File: src/rtl/regwin_bridge.sv
module regwin_bridge #(
  parameter int DW  = 32,
  parameter int TAW = 16,
  parameter int BEW = 8
) (
  input  logic           clk,
  input  logic           rst_n,
  input  logic           h_sel,
  input  logic           h_wr,
  input  logic [3:0]     h_addr,
  input  logic [DW-1:0]  h_wdata,
  output logic [DW-1:0]  h_rdata,
  output logic           t_req,
  output logic           t_we,
  output logic [TAW-1:0] t_addr,
  output logic [DW/8-1:0] t_strb,
  output logic [DW-1:0]  t_wdata,
  input  logic           t_ack,
  input  logic [DW-1:0]  t_rdata
);
  localparam int SW = DW / 8;

  logic           busy;
  logic           we_q;
  logic [BEW-1:0] be_q;
  logic [TAW-1:0] addr_q;
  logic [DW-1:0]  data_q;

  wire [1:0] sel   = h_addr[3:2];
  wire       hwr   = h_sel & h_wr & ~busy;
  wire       start = hwr & (sel == 2'd0) & h_wdata[0];

  logic unused_ok;
  assign unused_ok = &{1'b0, h_wdata[DW-1:TAW], h_addr[1:0]};

  always_ff @(posedge clk) begin
    if (!rst_n) begin
      busy   <= 1'b0;
      we_q   <= 1'b0;
      be_q   <= '0;
      addr_q <= '0;
      data_q <= '0;
    end else if (busy) begin
      if (t_ack) begin
        busy <= 1'b0;
        if (!we_q) data_q <= t_rdata;
      end
    end else begin
      if (hwr && sel == 2'd1) be_q   <= h_wdata[BEW-1:0];
      if (hwr && sel == 2'd2) addr_q <= h_wdata[TAW-1:0];
      if (hwr && sel == 2'd3) data_q <= h_wdata;
      if (start) begin
        busy <= 1'b1;
        we_q <= |be_q[BEW-1:SW];
      end
    end
  end

  always_comb begin
    case (sel)
      2'd0:    h_rdata = {{(DW-1){1'b0}}, busy};
      2'd1:    h_rdata = {{(DW-BEW){1'b0}}, be_q};
      2'd2:    h_rdata = {{(DW-TAW){1'b0}}, addr_q};
      default: h_rdata = data_q;
    endcase
  end

  assign t_req   = busy;
  assign t_we    = we_q;
  assign t_addr  = addr_q;
  assign t_strb  = we_q ? be_q[SW-1:0] : '0;
  assign t_wdata = data_q;
endmodule

File: config.mk
export PLATFORM = sky130hd
export DESIGN_NAME = regwin_bridge
export DESIGN_NICKNAME = d
export VERILOG_FILES = /design/src/rtl/regwin_bridge.sv
export SDC_FILE = /design/constraint.sdc
export NUM_CORES = 1
export LEC_CHECK = 0
export BUFFER_PORTS_ARGS = -buffer_cell sky130_fd_sc_hd__buf_4
export CAP_MARGIN = 20
export CORE_MARGIN = 2
export CORE_UTILIZATION = 40
export DETAILED_ROUTE_END_ITERATION = 8
export PLACE_DENSITY = 0.71
export RECOVER_POWER = 25
export SETUP_SLACK_MARGIN = 0.05
export SLEW_MARGIN = 20
export SYNTH_ARGS = -nofsm -noshare
export SYNTH_HDL_FRONTEND = slang
export SYNTH_SLANG_ARGS = --single-unit
File: constraint.sdc
create_clock -name clk -period 3.8 [get_ports clk]
set_clock_uncertainty 0.05 [all_clocks]
set_input_delay 0.95 -clock clk [delete_from_list [all_inputs] [get_ports clk]]
set_output_delay 0.95 -clock clk [all_outputs]
set_load 0.05 [all_outputs]
==> reports/qor.txt, run 1 <==
Max-slew violations: 0
Drt wl/cell: 16.49 um
# rows: 32
Layout Cells excl Fill: 605
Number of synthesized register bits: 58
# nets final: 571
CTS tree: built
Ports: 159
Clk_lat worst skew: 0.33 ns
Endpoints failing hold: 0
P&R area growth vs syn: 38.85%
Cell accounting for the most synthesized area: dfxtp_1
CP Data Arrival Time: 2.25 ns
Synth cell types: 29
Worst EP required: 2.80 ns
Hold Buf Count CTS: 0
Post-synthesis average cell area: 8.810 um2
Die area: 8726 um2
Main combinational cell family by area after synthesis: simple AND/OR/NAND/NOR gates
Initial Util: 0.4139
# Max-Cap Violations: 0
Port Buffers: 156
Top-count cell post-synth: dfxtp_1
Height of the die: 93.42 um
Largest net degree at the start of global routing: 66
Async SR Flop Fraction: 0
CP Launch Type: input pin
Setup TNS: 0 ns
Cells after Synth: 363
H-tree depth: 3
Area of the mapped netlist: 3198 um2
HPWL after DPL: 6769 um
Starting DRC count in detailed routing: 171
Reg clk slew, reported paths: 0.06 ns
DR vias/cell: 5.357
Post-synth EDFFs: 0
First-pass GRT wire length: 15,530 um
Xor and xnor fraction of the mapped netlist area: 0
LEAKAGE: 0.001779 uW
Fin crit share: 0.8546
Placed Cells incl. Taps: 589
Main synth FF type: dfxtp_1
Worst-path maximum fanout: 38
Post-synthesis simple-gate area fraction: 0.2297
Core region area: 7727 um2
Vias: 3,241
Clk buf depth: 2
CTS sink count: 58
Cts bufs inserted: 9
Top post-synthesis cells by count: 58 x dfxtp_1, 40 x mux2i_1, 34 x nand2_1, 34 x nand2b_1, 32 x o211ai_1
Max-slew headroom at the worst pin: 0.3722
WS Path Type: input pin to output pin
Largest cells by area after synthesis: dfxtp_1 36%, mux2i_1 13%, o211ai_1 7.5%
FILL cells: 758
DRC: 0
GPL Wtd Cong: 0.7751
Antenna viol nets, final: 0
Register area: 1162 um2
Setup Fix Bufs, Post-CTS: 0
Peak supply drop: 0.1744 mV
Register area share after synthesis: 0.3631
Synth Area in Compound Gates: 0.1815
Drt first pass iters: 4
Synth Area in Adders: 0
Warnings, synthesis: 0
Share of cells above drive strength 1: 0.3062
# setup viols final: 0
Total congestion overflow: 0
Post-synth top area share: 0.3631
Unrepaired setup endpoints after global routing: false
Crit end category: output pin
WL final: 9977 um
Status: finished clean
Vias in the first global route: 3,026
Antenna cells: 0
Least-Margin Pin Slew: 0.9417 ns
Clock Tree Root: clkbuf_8
Hold WC Path Type: flop to flop
Multi-input logic area: 1817 um2
Initial antenna violation count: 0
FMAX: 307.9 MHz
Tmin final: 3.247 ns
Gr usage total: 0.2249
Die X: 93.42 um
Mux share of post-synthesis cell area: 0.1569
Post-cts gate resize count: 0
Syn nets: 436
PwrDens: 363.2 nW/um2
==> kinds of logic (layout without fill, tap and decap cells) <==
family | after synthesis | count (layout)
muxes | 48 | 48
buffers and inverters | 37 | 177
DFF | 58 | 58
and+or+nand+nor | 129 | 129
AOI/OAI and AO/OA | 91 | 91
==> path summary, 6_finish.rpt <==
kind / from / endpoint / slack (ns) / depth (start not counted)
worst min-delay path: t_wdata[20] / t_wdata[20] / 0.42 / 2
worst max-delay path: h_addr[3] / h_rdata[6] / 0.55 / 4
worst min register to register: t_wdata[20] / t_wdata[20] / 0.42 / 2
worst max register to register: t_req / t_wdata[16] / 1.57 / 4
==> per-stage QoR <==
stage / hold slack [ns] / util / instance area [um2] / total power [uW] / setup WS, ns
floorplan: 0.4092 / - / 3198 / 811.4 / 0.7082
global placement: 0.4085 / 0.5596 / 4324 / 913.6 / 0.5516
detailed placement: 0.4133 / 0.5596 / 4324 / 916.6 / 0.5687
CTS: 0.4223 / 0.5921 / 4576 / 1638 / 0.5624
global route: 0.4290 / 0.5746 / 4441 / 1681 / 0.4694
finish: 0.4205 / 0.5746 / 4441 / 1613 / 0.5527
==> flip-flops by register name, indices dropped and copies added, names as in the netlist <==
signal	flops
t_wdata	32
t_addr	16
be_q	8
t_we	1
t_req	1
==> layout by cell type (no fill, tap or decap) <==
cell / instances
buf_4: 123
dfxtp_1: 57
mux2i_1: 40
clkbuf_1: 36
nand2_1: 34
nand2b_1: 34
o211ai_1: 32
a21oi_1: 26
nand3_1: 24
o21ai_0: 24
and3_1: 16
clkbuf_8: 11
nor2b_1: 9
mux2_2: 7
a22o_1: 7
and2_1: 5
bufinv_16: 3
clkinv_2: 2
and2b_1: 1
mux4_2: 1
nand2_4: 1
nand3b_4: 1
o22ai_4: 1
and3b_1: 1
clkinv_1: 1
nand2b_2: 1
nor4b_4: 1
nor4_1: 1
a311oi_1: 1
buf_12: 1
dfxtp_2: 1
==> critical path: stages <==
cell	delay, ns
buf_4	0.36
and2b_1	0.41
a22o_1	0.31
buf_4	0.19
==> final cells by class <==
class                      instances  share of cell area
multi-input combinational        268              0.4091
clock inverter                     5             0.02254
inverter                           1           0.0008453
timing repair buffer             160              0.2429
tap                              102             0.02874
sequential                        58              0.2618
clock buffer                      11             0.03409
==> report_power, final <==
part           switching, uW  leakage, uW  internal [uW]
logic                    156      0.00118            103
clock network            248     0.000129            469
registers               13.6     0.000470            623
total                    418      0.00178           1190
==> metal layers <==
metal / track usage / vias up / part of all wire
met5: 0 / - / 0
met4: 0.06863 / 0 / 0.0081
met3: 0.05560 / 9 / 0.082
met2: 0.3537 / 135 / 0.46
met1: 0.3040 / 1530 / 0.45
li1: - / 1567 / -
(Power assumes the default switching activity.)
==> inputs of run 2 (changes only) <==
Settings changed: ABC_CLOCK_PERIOD_IN_PS set to 3800, REMOVE_ABC_BUFFERS set to 1.
==> reports/qor.txt, run 2 (synthesized netlist as in run 1, its figures left out) <==
Worst reg2reg path startpoint: t_req
Total congestion overflow: 0 (unchanged)
Ports: 159 (unchanged)
FMAX: 293.0 MHz (-4.9%)
CP max stage delay: 0.53 ns (+0.12 ns)
GPL Wtd Cong: 0.7730 (-0.27%)
# setup viols final: 0 (unchanged)
Post-cts gate resize count: 0 (unchanged)
Critical Path Most Common Cell: buf_4
CP Launch Type: input pin
WS Path Type: input pin to output pin
Worst Hold End: t_wdata[26]
Worst hold start: t_wdata[26]
Hold Buf Count CTS: 0 (unchanged)
CTS tree: built
Clk_lat worst skew: 0.33 ns (about the same)
Port Buffers: 156 (unchanged)
Die area: 8726 um2 (unchanged)
Vias in the first global route: 2,922 (-3.4%)
Height of the die: 93.42 um (unchanged)
Reg clk slew, reported paths: 0.07 ns (about the same)
RR Endpoint: t_wdata[30]
H-tree depth: 3 (unchanged)
Core region area: 7727 um2 (unchanged)
Fin crit share: 0.8982 (+0.04361)
# Max-Cap Violations: 0 (unchanged)
Tmin final: 3.413 ns (+0.1657 ns)
Utilization of the core after routing: 0.5708 (-0.003886)
DRC: 0 (unchanged)
Multi-input logic area: 1817 um2 (unchanged)
Hold depth: 2 (unchanged)
Worst path slowest cell: and2b_1
Worst hold slack: 0.4213 ns (+0.0007870 ns)
Drt first pass iters: 4 (unchanged)
Max FFs per register: 32 (unchanged)
Vias: 3,161 (-2.5%)
Most frequent cells in the layout: 126 x buf_4, 57 x dfxtp_1, 40 x mux2i_1
Leading cell type in the layout, fill and taps excluded: buf_4
P&R area growth vs syn: 37.91%
CP Data Arrival Time: 2.41 ns (+0.16 ns)
Clock Tree Root: clkbuf_8
Worst EP required: 2.80 ns (about the same)
Initial antenna violation count: 0 (unchanged)
Gr usage total: 0.2099 (-0.01498)
Die X: 93.42 um (unchanged)
Initial Util: 0.4139 (unchanged)
Reg2Reg Setup Slack: 1.45 ns (-0.12 ns)
Drt wl/cell: 15.26 um (-7.5%)
Worst setup startpoint: h_addr[2]
Worst reg-to-reg path cell count: 4 (unchanged)
Unrepaired setup endpoints after global routing: false
DR vias/cell: 5.208 (-2.8%)
HPWL after DPL: 6174 um (-8.8%)
Antenna cells: 0 (unchanged)
Status: finished clean
Cts bufs inserted: 9 (unchanged)
FILL cells: 746 (-1.6%)
Design area: 4410 um2 (-0.68%)
LEAKAGE: 0.001767 uW (-0.70%)
Share of cells above drive strength 1: 0.3069 (+0.0007677)
WL final: 9262 um (-7.2%)
Largest net degree at the start of global routing: 66 (unchanged)
# nets final: 573 (+0.35%)
PwrDens: 344.4 nW/um2 (-5.2%)
Placed inst area: 4327 um2 (about the same)
Max-slew violations: 0 (unchanged)
# rows: 32 (unchanged)
Critical path, cell by cell: buf_4, and2b_1, a22o_1, buf_4
CTS sink count: 58 (unchanged)
Hold WC Path Type: flop to flop
Setup Fix Bufs, Post-CTS: 0 (unchanged)
Clk buf depth: 2 (unchanged)
Crit end category: output pin
First-pass GRT wire length: 14,570 um (-6.2%)
Antenna viol nets, final: 0 (unchanged)
Starting DRC count in detailed routing: 94 (-45%)
Register area: 1162 um2 (unchanged)
Endpoints failing hold: 0 (unchanged)
Worst-path maximum fanout: 38 (unchanged)
Setup TNS: 0 ns (unchanged)
Peak supply drop: 0.2143 mV (+23%)
Max-slew headroom at the worst pin: 0.3811 (+0.008885)
Least-Margin Pin Slew: 0.9284 ns (-0.01333 ns)
[run 2: cell count changes in the layout (fill, tap and decap cells not counted), sizes merged]
cell      change
buf           +2
bufinv        -1
clkinvlp      +1
[run 2: area by class of cell]
class                           count  share of cell area
Multi-Input combinational cell    268              0.4119
Sequential cell                    58              0.2635
Timing Repair Buffer              162              0.2451
Clock buffer                       11             0.03206
Tap cell                          102             0.02894
Clock inverter                      5             0.01759
Inverter                            1           0.0008511
[run 2: metal layers]
metal | up-vias | share of wire | global-route usage
li1 | 1567 | - | -
met3 | 9 | 0.079 | 0.04674
met1 | 1470 | 0.42 | 0.2647
met5 | - | 0 | 0
met2 | 115 | 0.49 | 0.3531
met4 | 0 | 0.012 | 0.07108
[run 2: worst max path at each step]
stage                  to  slack (ns)  cells past startpoint
2_1_floorplan  h_rdata[0]        0.33                      1
3_3_place_gp   h_rdata[1]        0.44                      4
3_5_place_dp   h_rdata[4]        0.42                      4
4_1_cts        h_rdata[4]        0.42                      4
5_1_grt        h_rdata[4]        0.34                      4
6_report       h_rdata[4]        0.39                      4
[run 2: worst max-delay path: cells and delay by family]
kind            cells  cell delay [ns]
compound gates      1             0.26
buf+inv             2             0.62
simple gates        1             0.53
[run 2: metrics by stage]
step                      power (uW)  instances  setup slack (ns)
final                           1519        607            0.3869
after detailed placement       914.8        591            0.4225
after global placement         911.7        591            0.4445
after floorplan                781.7        327            0.3289
after CTS                       1546        607            0.4193
after global routing            1582        607            0.3445
[run 2: power by group]
part           internal [uW]  switching, uW  total [uW]
combinational            103            154         256
sequential               623           12.3         635
clock                    385            242         627
==> inputs of run 3 (changes only) <==
Settings changed: CTS_BUF_LIST set to sky130_fd_sc_hd__clkbuf_16.
==> reports/qor.txt, run 3 (synthesized netlist as in run 1, its figures left out) <==
FMAX: 294.0 MHz (+0.33%)
Cts bufs inserted: 9 (unchanged)
# nets final: 573 (unchanged)
HPWL after DPL: 6174 um (unchanged)
CP Launch Type: input pin
Sw Ratio: 0.2520 (-0.01682)
Unrepaired setup endpoints after global routing: false
Status: finished clean
Die X: 93.42 um (unchanged)
Height of the die: 93.42 um (unchanged)
Initial Util: 0.4139 (unchanged)
Clk_lat worst skew: 0.31 ns (-0.02 ns)
Clock share of power: 0.483 (+0.070)
Worst-path maximum fanout: 38 (unchanged)
Max-slew violations: 0 (unchanged)
Post-cts gate resize count: 0 (unchanged)
Vias: 3,169 (+0.25%)
LEAKAGE: 0.001812 uW (+2.5%)
Clock Tree Root: clkbuf_16
Leading cell type in the layout, fill and taps excluded: buf_4
# Max-Cap Violations: 0 (unchanged)
Critical path, cell by cell: buf_4, and2b_1, a22o_1, buf_4
Clk buf depth: 2 (unchanged)
Die area: 8726 um2 (unchanged)
First-pass GRT wire length: 14,620 um (+0.38%)
Gr usage total: 0.2101 (about the same)
Total congestion overflow: 0 (unchanged)
# setup viols final: 0 (unchanged)
Core region area: 7727 um2 (unchanged)
P_int: 1293 uW (+16%)
Peak supply drop: 0.2004 mV (-6.5%)
Most frequent cells in the layout: 126 x buf_4, 57 x dfxtp_1, 40 x mux2i_1
Share of cells above drive strength 1: 0.3050 (-0.001980)
Endpoints failing hold: 0 (unchanged)
DRC: 0 (unchanged)
# rows: 32 (unchanged)
Worst EP required: 2.80 ns (about the same)
H-tree depth: 3 (unchanged)
Largest net degree at the start of global routing: 66 (unchanged)
Antenna cells: 0 (unchanged)
GPL Wtd Cong: 0.7730 (unchanged)
Setup TNS: 0 ns (unchanged)
Crit end category: output pin
Vias in the first global route: 2,962 (+1.4%)
Setup Fix Bufs, Post-CTS: 0 (unchanged)
Initial antenna violation count: 0 (unchanged)
Least-Margin Pin Slew: 0.9228 ns (-0.005602 ns)
DR vias/cell: 5.221 (+0.25%)
Starting DRC count in detailed routing: 94 (unchanged)
Antenna viol nets, final: 0 (unchanged)
PwrDens: 383.9 nW/um2 (+11%)
WS Path Type: input pin to output pin
Critical Path Most Common Cell: buf_4
WL final: 9244 um (-0.19%)
Port Buffers: 156 (unchanged)
Hold Buf Count CTS: 0 (unchanged)
Worst hold slack: 0.4199 ns (-0.001430 ns)
Drt wl/cell: 15.23 um (-0.19%)
Net Switching: 435.5 uW (+6.6%)
CTS sink count: 58 (unchanged)
P&R area growth vs syn: 40.77%
Max FFs per register: 32 (unchanged)
Comb power frac: 0.148 (-0.021)
Drt first pass iters: 4 (unchanged)
Worst path slowest cell: and2b_1
Ports: 159 (unchanged)
Hold WC Path Type: flop to flop
Fin crit share: 0.8952 (-0.002968)
CP Data Arrival Time: 2.40 ns (about the same)
CTS tree: built
CP max stage delay: 0.54 ns (about the same)
Max-slew headroom at the worst pin: 0.3848 (+0.003734)
Tmin final: 3.402 ns (-0.01128 ns)
Utilization of the core after routing: 0.5826 (+0.01182)
Reg clk slew, reported paths: 0.05 ns (-0.02 ns)
Sequential share of power: 0.368 (-0.050)
[run 3: changes by cell type in the layout (fill, tap and decap cells not counted)]
cell / delta
clkbuf_8: -10
clkbuf_16: +9
clkbuf_1: -1
clkinv_1: +1
inv_1: +1
[run 3: power groups by stage]
stage	registers [uW]	logic [uW]	clock network, uW
floorplan	693	88.5	0
global placement	649	263	0
detailed placement	649	265	0
CTS	637	266	852
global route	638	274	881
finish	636	257	835
[run 3: layer usage]
layer	vias to the layer above	GRT usage	routed length [um]
li1	1568	-	-
met4	0	0.06373	64
met5	-	0	0
met3	6	0.04915	641
met1	1487	0.2632	3985
met2	108	0.3573	4553
[run 3: cell type report]
type / instances / area, um2
sequential: 58 / 1162
timing repair buffer: 162 / 1081
inverter: 1 / 3.754
tap: 102 / 127.6
clock buffer: 9 / 225.2
multi-input combinational: 268 / 1817
clock inverter: 7 / 85.08
fill: 743 / 3226
[run 3: final timing paths]
check / from / to / slack (ns) / cells after the start
max: h_addr[2] / h_rdata[4] / 0.40 / 4
max reg2reg: t_req / t_wdata[30] / 1.45 / 4
min: t_wdata[31] / t_wdata[31] / 0.42 / 2
min reg2reg: t_wdata[31] / t_wdata[31] / 0.42 / 2
[run 3: worst max-delay path, delay by kind of cell]
kind | cells | cell delay (ns)
buf+inv | 2 | 0.63
compound gates | 1 | 0.26
simple gates | 1 | 0.54
[run 3: through the flow]
| stage | power [uW] | cells | worst slack, ns | cell area [um2] |
|---|---|---|---|---|
| floorplan | 781.7 | 327 | 0.3289 | 2982 |
| global placement | 911.7 | 591 | 0.4445 | 4327 |
| detailed placement | 914.8 | 591 | 0.4225 | 4327 |
| CTS | 1755 | 607 | 0.4193 | 4637 |
| global route | 1793 | 607 | 0.3445 | 4502 |
| finish | 1728 | 607 | 0.3982 | 4502 |
